[config.mk]
export PLATFORM = sky130hd
export DESIGN_NAME = rng_sampler
export DESIGN_NICKNAME = d
export VERILOG_FILES = /design/src/rtl/rng_pkg.sv /design/src/rtl/rng_ctl.sv /design/src/rtl/rng_producer.sv /design/src/rtl/rng_fifo.sv /design/src/rtl/rng_sampler.sv
export SDC_FILE = /design/constraint.sdc
export NUM_CORES = 2
export LEC_CHECK = 0
export BUFFER_PORTS_ARGS = -buffer_cell sky130_fd_sc_hd__buf_2
export CAP_MARGIN = 10
export CORE_AREA = 4 4 698 700
export CTS_CLUSTER_SIZE = 28
export DETAILED_ROUTE_END_ITERATION = 6
export DIE_AREA = 0 0 702 704
export SYNTH_ARGS = -nofsm -noshare
export SYNTH_HDL_FRONTEND = slang
export SYNTH_SLANG_ARGS = --single-unit
[constraint.sdc]
create_clock -name clk -period 4.87 [get_ports clk]
set_input_delay 0.2435 -clock clk [delete_from_list [all_inputs] [get_ports clk]]
set_output_delay 0.2435 -clock clk [all_outputs]
set_load 0.05 [all_outputs]
[src/rtl/rng_pkg.sv]
package rng_pkg;
  typedef enum logic [1:0] {MODE_OFF, MODE_DET, MODE_COND, MODE_RAW} mode_e;

  localparam int BIT_EN    = 0;
  localparam int BIT_ENT   = 1;
  localparam int BIT_EXP   = 2;
  localparam int GSEL_LSB  = 3;

  function automatic mode_e decode_mode(input logic en, input logic ent, input logic expo);
    if (!en)       return MODE_OFF;
    else if (!ent) return MODE_DET;
    else if (!expo) return MODE_COND;
    else           return MODE_RAW;
  endfunction
endpackage

[src/rtl/rng_ctl.sv]
module rng_ctl
  import rng_pkg::*;
#(
  parameter int GSEL_W = 4,
  localparam int CTL_W = GSEL_LSB + GSEL_W + 1
) (
  input  logic              clk,
  input  logic              rst_n,
  input  logic              ctl_we,
  input  logic [CTL_W-1:0]  ctl_wdata,
  output mode_e             mode,
  output logic [GSEL_W-1:0] grp,
  output logic              wr_pulse,
  output logic              rst_pulse
);
  logic en_q, ent_q, exp_q;
  logic [GSEL_W-1:0] grp_q;

  assign wr_pulse  = ctl_we;
  assign rst_pulse = ctl_we & ctl_wdata[CTL_W-1];

  always_ff @(posedge clk or negedge rst_n) begin
    if (!rst_n) begin
      en_q <= 1'b0; ent_q <= 1'b0; exp_q <= 1'b0; grp_q <= '0;
    end else if (ctl_we) begin
      if (ctl_wdata[CTL_W-1]) begin
        en_q <= 1'b0; ent_q <= 1'b0; exp_q <= 1'b0; grp_q <= '0;
      end else begin
        en_q  <= ctl_wdata[BIT_EN];
        ent_q <= ctl_wdata[BIT_ENT];
        exp_q <= ctl_wdata[BIT_EXP];
        grp_q <= ctl_wdata[GSEL_LSB +: GSEL_W];
      end
    end
  end

  assign mode = decode_mode(en_q, ent_q, exp_q);
  assign grp  = grp_q;
endmodule

[src/rtl/rng_producer.sv]
module rng_producer
  import rng_pkg::*;
#(
  parameter int N_OSC   = 128,
  parameter int GRP_W   = 8,
  parameter int WORD_W  = 64,
  parameter int MIX_CYC = 81,
  parameter logic [WORD_W-1:0] SEED = 64'hD3C1_5A7E_9B24_6F81,
  parameter logic [WORD_W-1:0] TAPS = 64'h1B,
  localparam int GSEL_W  = $clog2(N_OSC / GRP_W),
  localparam int RAW_CYC = WORD_W / GRP_W,
  localparam int CNT_W   = $clog2(MIX_CYC)
) (
  input  logic              clk,
  input  logic              rst_n,
  input  mode_e             mode,
  input  logic [GSEL_W-1:0] grp,
  input  logic              abort,
  input  logic              reseed,
  input  logic              full,
  input  logic [N_OSC-1:0]  osc,
  output logic              push,
  output logic [WORD_W-1:0] push_data
);
  function automatic logic [WORD_W-1:0] mix_step(input logic [WORD_W-1:0] s,
                                                 input logic [WORD_W-1:0] din);
    return {s[WORD_W-2:0], 1'b0} ^ (s[WORD_W-1] ? TAPS : '0) ^ din;
  endfunction

  function automatic logic [WORD_W-1:0] pack_slot(input logic [WORD_W-1:0] w,
                                                  input logic [CNT_W-1:0]  slot,
                                                  input logic [GRP_W-1:0]  bits);
    logic [WORD_W-1:0] ext;
    ext = WORD_W'(bits);
    return w | (ext << (int'(slot) * GRP_W));
  endfunction

  logic [CNT_W-1:0]  cnt_q;
  logic [WORD_W-1:0] word_q, lfsr_q, fold, mix_in, lfsr_nxt, word_nxt;
  logic [N_OSC-1:0]  sample;
  logic [GRP_W-1:0]  grp_bits;
  logic              warm_q, ent_mode, step, last;

  always_comb begin
    ent_mode = (mode == MODE_COND) || (mode == MODE_RAW);
    step     = (mode != MODE_OFF) && !full && !abort;
    sample   = warm_q ? osc : '0;
    grp_bits = sample[grp*GRP_W +: GRP_W];
    fold     = '0;
    for (int i = 0; i < N_OSC; i++) fold[i % WORD_W] ^= sample[i];
    mix_in   = (mode == MODE_DET) ? '0 : fold;
    lfsr_nxt = mix_step(lfsr_q, mix_in);
    word_nxt = pack_slot(word_q, cnt_q, grp_bits);
    last     = (mode == MODE_RAW) ? (cnt_q == CNT_W'(RAW_CYC - 1))
                                  : (cnt_q == CNT_W'(MIX_CYC - 1));
    push      = step && last;
    push_data = (mode == MODE_RAW) ? word_nxt : lfsr_nxt;
  end

  always_ff @(posedge clk or negedge rst_n) begin
    if (!rst_n) begin
      cnt_q <= '0; word_q <= '0; lfsr_q <= SEED; warm_q <= 1'b0;
    end else begin
      if (abort) begin
        cnt_q  <= '0;
        word_q <= '0;
      end else if (step) begin
        cnt_q  <= last ? '0 : cnt_q + 1'b1;
        word_q <= (last || mode != MODE_RAW) ? '0 : word_nxt;
      end
      if (reseed)                         lfsr_q <= SEED;
      else if (step && mode != MODE_RAW)  lfsr_q <= lfsr_nxt;
      if (reseed || !ent_mode)            warm_q <= 1'b0;
      else if (step)                      warm_q <= 1'b1;
    end
  end
endmodule

[src/rtl/rng_fifo.sv]
module rng_fifo #(
  parameter int WORD_W = 64,
  parameter int DEPTH  = 64,
  localparam int AW    = $clog2(DEPTH),
  localparam int LVL_W = AW + 1
) (
  input  logic              clk,
  input  logic              rst_n,
  input  logic              flush,
  input  logic              push,
  input  logic [WORD_W-1:0] push_data,
  input  logic              rd_en,
  output logic [WORD_W-1:0] rd_data,
  output logic [LVL_W-1:0]  level,
  output logic              full,
  output logic              underflow
);
  logic [WORD_W-1:0] mem [DEPTH];
  logic [AW-1:0]     wp_q, rp_q;
  logic [LVL_W-1:0]  lvl_q;
  logic              pop;

  assign pop   = rd_en && (lvl_q != '0);
  assign full  = (lvl_q == LVL_W'(DEPTH));
  assign level = lvl_q;

  always_ff @(posedge clk) begin
    if (push) mem[wp_q] <= push_data;
  end

  always_ff @(posedge clk or negedge rst_n) begin
    if (!rst_n) begin
      wp_q <= '0; rp_q <= '0; lvl_q <= '0; rd_data <= '0; underflow <= 1'b0;
    end else begin
      if (rd_en) rd_data <= pop ? mem[rp_q] : '0;
      if (flush) begin
        wp_q <= '0; rp_q <= '0; lvl_q <= '0; underflow <= 1'b0;
      end else begin
        if (push) wp_q <= wp_q + 1'b1;
        if (pop)  rp_q <= rp_q + 1'b1;
        lvl_q <= lvl_q + LVL_W'(push) - LVL_W'(pop);
        if (rd_en && !pop) underflow <= 1'b1;
      end
    end
  end
endmodule

[src/rtl/rng_sampler.sv]
module rng_sampler
  import rng_pkg::*;
#(
  parameter int N_OSC   = 128,
  parameter int GRP_W   = 8,
  parameter int WORD_W  = 64,
  parameter int DEPTH   = 64,
  parameter int MIX_CYC = 81,
  localparam int GSEL_W = $clog2(N_OSC / GRP_W),
  localparam int CTL_W  = GSEL_LSB + GSEL_W + 1,
  localparam int LVL_W  = $clog2(DEPTH) + 1
) (
  input  logic              clk,
  input  logic              rst_n,
  input  logic              ctl_we,
  input  logic [CTL_W-1:0]  ctl_wdata,
  input  logic [N_OSC-1:0]  osc_in,
  input  logic              rd_en,
  output logic [WORD_W-1:0] rd_data,
  output logic [LVL_W-1:0]  fifo_level,
  output logic              underflow
);
  mode_e             mode;
  logic [GSEL_W-1:0] grp;
  logic              wr_pulse, rst_pulse, gen_push, fifo_full, gen_off;
  logic [WORD_W-1:0] gen_word;

  assign gen_off = (mode == MODE_OFF);

  rng_ctl #(.GSEL_W(GSEL_W)) u_ctl (
    .clk(clk), .rst_n(rst_n), .ctl_we(ctl_we), .ctl_wdata(ctl_wdata),
    .mode(mode), .grp(grp), .wr_pulse(wr_pulse), .rst_pulse(rst_pulse)
  );

  rng_producer #(.N_OSC(N_OSC), .GRP_W(GRP_W), .WORD_W(WORD_W), .MIX_CYC(MIX_CYC)) u_gen (
    .clk(clk), .rst_n(rst_n), .mode(mode), .grp(grp), .abort(wr_pulse),
    .reseed(rst_pulse), .full(fifo_full), .osc(osc_in),
    .push(gen_push), .push_data(gen_word)
  );

  rng_fifo #(.WORD_W(WORD_W), .DEPTH(DEPTH)) u_fifo (
    .clk(clk), .rst_n(rst_n), .flush(rst_pulse), .push(gen_push),
    .push_data(gen_word), .rd_en(rd_en), .rd_data(rd_data),
    .level(fifo_level), .full(fifo_full), .underflow(underflow)
  );
endmodule

After elaboration in Yosys (flattened, before gate mapping)
Memory sizes are Yosys's and may differ from the RTL's.
Index checks and enable logic that the tools add are counted.

word-level totals
  bits in registers = 227
  memory bits (writable) = 4096
  word-level logic and storage cells = 149
  memories kept = 1
  output and inout bits = 72
  bits of input ports = 140

operators by class
  add/sub/neg operators = 5
  reduce and logical (&&, ||, !) cells = 21
  shift operators = 2
  multiplexer cells = 32
  equality and inequality tests = 7
  bitwise gates (word level) = 68

memory list
  memory      words  width  rd ports  clocked after memory_dff  wr ports  RTL line        text
  u_fifo.mem  64     64     1         0                         1         rng_fifo.sv:18  logic [WORD_W-1:0] mem [DEPTH];

operators with widths
  cell                                                 count
  2-to-1 mux 64 bit                                    8
  2-to-1 mux 128 bit                                   1
  indexed part select 128 x 8 -> 8 bit                 1
  bitwise OR 64 bit                                    1
  left shift 8 x 10 -> 64 bit                          1
  XOR 1 bit                                            64
  XOR 64 x 5 -> 64 bit                                 1
  XOR 64 bit                                           1
  2-to-1 mux 7 bit                                     4
  2-to-1 mux 6 bit                                     4
  equality test 7 bit, second input constant           2
  nonzero test 2 bit                                   7
  adder 6 x 1 -> 6 bit, second input constant          2
  2-to-1 mux 1 bit                                     11
  adder 7 x 1 -> 7 bit                                 1
  adder 7 x 1 -> 7 bit, second input constant          1
  equality test 7 x 3 -> 1 bit, second input constant  1
  nonzero test 7 bit                                   1
  subtractor 7 x 1 -> 7 bit                            1
  logical AND 1 bit                                    6
  2-to-1 mux 5 bit                                     1
  equality test 2 bit, second input constant           2
  zero test 1 bit                                      4
  2-to-1 mux 2 bit                                     2
  5 further kinds                                      7

Logic depth before layout (Yosys ltp)
  word-level depth = 10
  gate-level depth with buffers = 16
  mapped depth without buffers = 16

By module
A second synthesis with hierarchy kept.

unflattened totals
  cells, all modules = 8223
  area total of the unflattened synthesis = 168864.5 sq um

modules (own cells, without submodules)
  module        sequential area each (sq um)  times used  cells each  area each (sq um)
  rng_fifo      125100.0                      1           7160        159227.7
  rng_producer  3444.6                        1           1040        9347.7
  rng_ctl       175.2                         1           23          289.0

Worst setup path after synthesis
OpenSTA, ideal clock, no wires.

  path type = register to register
  start point = register u_fifo.lvl_q[2], in the netlist u_fifo.level[2]
  end point = memory u_fifo.mem[59][0], enable pin
  arrival time = 5010 ps
  slack = -627 ps
  data required time = 4383 ps
  clock period less this slack = 5497 ps
  stages on the path, launching flop included = 9
  cells stage by stage = dfrtp_1 > inv_1 > ha_1 > nor4bb_1 > a211oi_2 > o211ai_1 > nor2_1 > nand3_1 > nor2_1

on the way
  word-level cells in the longest chain between the ends = 7

ends and longest elaborated chain
  item                                    RTL line            text
  start: declaration                      rng_fifo.sv:20      logic [LVL_W-1:0] lvl_q;
  start signal: assignment                rng_fifo.sv:41      lvl_q <= lvl_q + LVL_W'(push) - LVL_W'(pop);
  equality test 7 bit                     rng_fifo.sv:24      assign full = (lvl_q == LVL_W'(DEPTH));
  zero test 1 bit                         rng_producer.sv:46  step = (mode != MODE_OFF) && !full && !abort;
  logical AND 1 bit (2 in series)         rng_producer.sv:46
  logical AND 1 bit                       rng_producer.sv:56  push = step && last;
  2-to-1 mux 1 bit                        rng_fifo.sv:28      if (push) mem[wp_q] <= push_data;
  2-to-1 mux 1 bit (not written as such)  rng_fifo.sv:28
  end: declaration                        rng_fifo.sv:18

No other way between the ends.

Worst setup path in the final report
  start point = register u_fifo.lvl_q[2], in the netlist u_fifo.level[2]
  end point = memory u_fifo.mem[16][27], enable pin

The elaborated chain is that of the path after synthesis.

==> flow_summary.toml <==
[logic_synthesis]
netlist_area_mm2 = 0.1677
netlist-cell-type-count = 62
syn_avg_cell_area_um2 = 21.28
synth_edf_count = 4096
async_flop_share_pct = 5.251
ys_top_cells_by_area = "edfxtp_1, mux4_2, dfrtp_1"
synthFlopType = "edfxtp_1"
synth-seq-area-share_pct = 76.78
yosysTopAreaCellShare_pct = 73.37
yosys_warnings = 0
syn_inst = 7879
yosysTopAreaCell = "edfxtp_1"
ys_ff_latch = 4323
synth_nets = 8032

[drt]
postRouteAntennaNets = 0
vias_per_cell = 5.702
finalWirelength_mm = 495.4
drtIter0Drc = 12024
drtPass1Iterations = 6
wire_per_inst_um = 32.15
route.detailed.drc = 0
via_count = 87878

[sta]
rsz0062_at_grt = "false"
slew_headroom_pct = 23.32
tns_ns = 0
finClkSkew_ns = 0.05872
setup_ws_ns = 0.7605
tightest_slew_ns = 1.150
final_hold_viol_count = 0
setup_viol_count_final = 0
period_share_pct = 84.38
period_minus_slack_ns = 4.110
fmax_mhz = 243.3
maxSlewViolCount = 0

[clock_tree]
numCtsBuffers = 428
insertion_delay_ns = 0.99
cts_tree = "done"
ctsHtreeMaxLevel = 5
cts_sinks = 4323
cts_root_buf = "clkbuf_16"
clk_pin_slew_ns = 0.06
cts_max_path_buffers = 4

[setup_path]
cp.required_ns = 5.52
crit_type = "register to register"
critPathLaunch = "u_fifo.level[2]"
rr_startpoint = "u_fifo.level[2]"
critPathCaptureType = "register"
crit_path_start_kind = "register"
crit_fanout = 16
rr_endpoint = "u_fifo.mem[16][27]"
reg2reg_depth = 12
arrival_ns = 4.76
r2r_slack_ns = 0.76

[layout]
finish.net_count = 8766
fillers = 42057
area.growth.synth_to_final_pct = 16.75
mostFrequentLayoutCells = "edfxtp_1, mux4_2, clkbuf_16, mux2i_1, nand2_1"
final_cell_count_no_fill = 15411
drive_gt1_share_pct = 27.20
final_common_cell = "edfxtp_1"
stdcell_area_mm2 = 0.1957

[power]
power_uw = 99300
powerDensity_mw_per_mm2 = 507.3
p_leak_uw = 0.06069
ir_worst_vdd_v = 0.0004861

[global_route]
antenna_found_initial = 25
grt_pass1_wl_mm = 691.7
grt_start_max_net_pins = 130
overflow = 0
grtUsageTotal_pct = 19.60
grt_pass1_vias = 87928

[die]
io_pins = 212
coreArea_mm2 = 0.4811
dieArea_mm2 = 0.4942
start_util_pct = 34.84
fp.dieW_um = 702
die_y_um = 704
row_count = 255

[place]
place_congestion = 0.8499
place.port_buffers = 211
placed_area_mm2 = 0.1805
post-place-cells = 14474
post-place-ws_ns = 0.8170
hpwl_mm = 282.0

[min_path]
min_path_type = "input port to register"
hold_start = "osc_in[88]"
whs_endpoint = "u_gen.lfsr_q[24]"
hold_path_depth = 5

[status]
status = "completed"

[flow_run]
drv_cap = 0
stage by stage:
stage	util, %	hold WS (ns)
2_1_floorplan	-	-0.05209
3_3_place_gp	37.52	0.4026
3_5_place_dp	37.52	0.4028
4_1_cts	40.68	0.001837
5_1_grt	40.68	0.05636
6_report	40.68	0.06633
registers in the layout, indices dropped and copies added (netlist names), 6 cells and up:
register,cells
u_gen.cnt_q,7
u_gen.word_q,64
u_fifo.rd_data,64
u_fifo.level,7
u_gen.lfsr_q,64
u_fifo.mem,4096
u_fifo.wp_q,6
u_fifo.rp_q,6
worst max-delay path by stage:
stage / slack [ns] / endpoint
floorplan: -0.63 / u_fifo.mem[59][0]
global placement: 0.81 / u_fifo.level[6]
detailed placement: 0.82 / u_fifo.mem[16][29]
CTS: 0.83 / u_fifo.mem[16][15]
global route: 0.60 / u_fifo.mem[16][63]
finish: 0.76 / u_fifo.mem[16][27]
worst max-delay path, stage by stage, from the launching register on:
cell and delay (ns):
dfrtp_1 0.39, inv_1 0.09, ha_1 0.21, nor4bb_1 0.17, a211oi_2 0.25, buf_4 0.19
o211ai_1 0.09, buf_4 0.20, nor2_1 0.35, nand2_1 0.38, buf_4 0.30, nor2_4 0.83
buf_12 0.29
power by group:
| group | internal [uW] | switching [uW] |
|---|---|---|
| combinational | 9650 | 13600 |
| sequential | 42700 | 886 |
| clock | 18400 | 14100 |
cells by family after synthesis:
logic type | count (synthesis) | share of synthesized area [%]
simple gates | 705 | 1.797
xor+xnor | 146 | 0.7627
mux | 1388 | 15.61
compound gates | 816 | 3.412
fa+ha+maj | 13 | 0.1015
buf+inv | 488 | 1.538
flops | 4323 | 76.78
cells in the mapped netlist (19+ instances only):
cell	instances
a2111oi_0	69
a211oi_1	52
a21oi_1	89
a221o_1	21
a22oi_1	90
and2_1	19
buf_1	30
buf_2	120
buf_4	74
buf_6	41
clkbuf_1	201
dfrtp_1	194
dfstp_2	33
edfxtp_1	4096
mux2i_1	405
mux4_2	981
nand2_1	329
nand3_1	73
nor2_1	190
nor3_1	39
o211ai_1	38
o21ai_0	128
o221ai_1	101
o22ai_1	165
xor2_1	134
final cells by class:
cell class | instances | area, um2 | area share, %
multi-input combinational | 3068 | 38090 | 19.46
inverter | 21 | 82.58 | 0.04219
timing repair buffer | 771 | 6932 | 3.541
clock inverter | 203 | 1911 | 0.9761
sequential | 4323 | 128700 | 65.77
tap | 6425 | 8039 | 4.107
clock buffer | 597 | 11940 | 6.101
antenna | 3 | 7.507 | 0.003835
layer usage:
| metal | vias to the layer above | share of wire, % | global-route usage [%] |
|---|---|---|---|
| met3 | 851 | 10 | 3.793 |
| li1 | 34503 | - | - |
| met5 | - | 0.0061 | 0 |
| met1 | 47490 | 40 | 27.60 |
| met4 | 6 | 3.3 | 5.895 |
| met2 | 5028 | 47 | 30.94 |
timing repair:
action | 4_1_cts | 5_1_grt
resized for setup | 0 | 0
buffers inserted | 0 | 0
endpoints found under the hold margin | 171 | 0
hold buffers | 134 | 0
(Power assumes the default switching activity.)
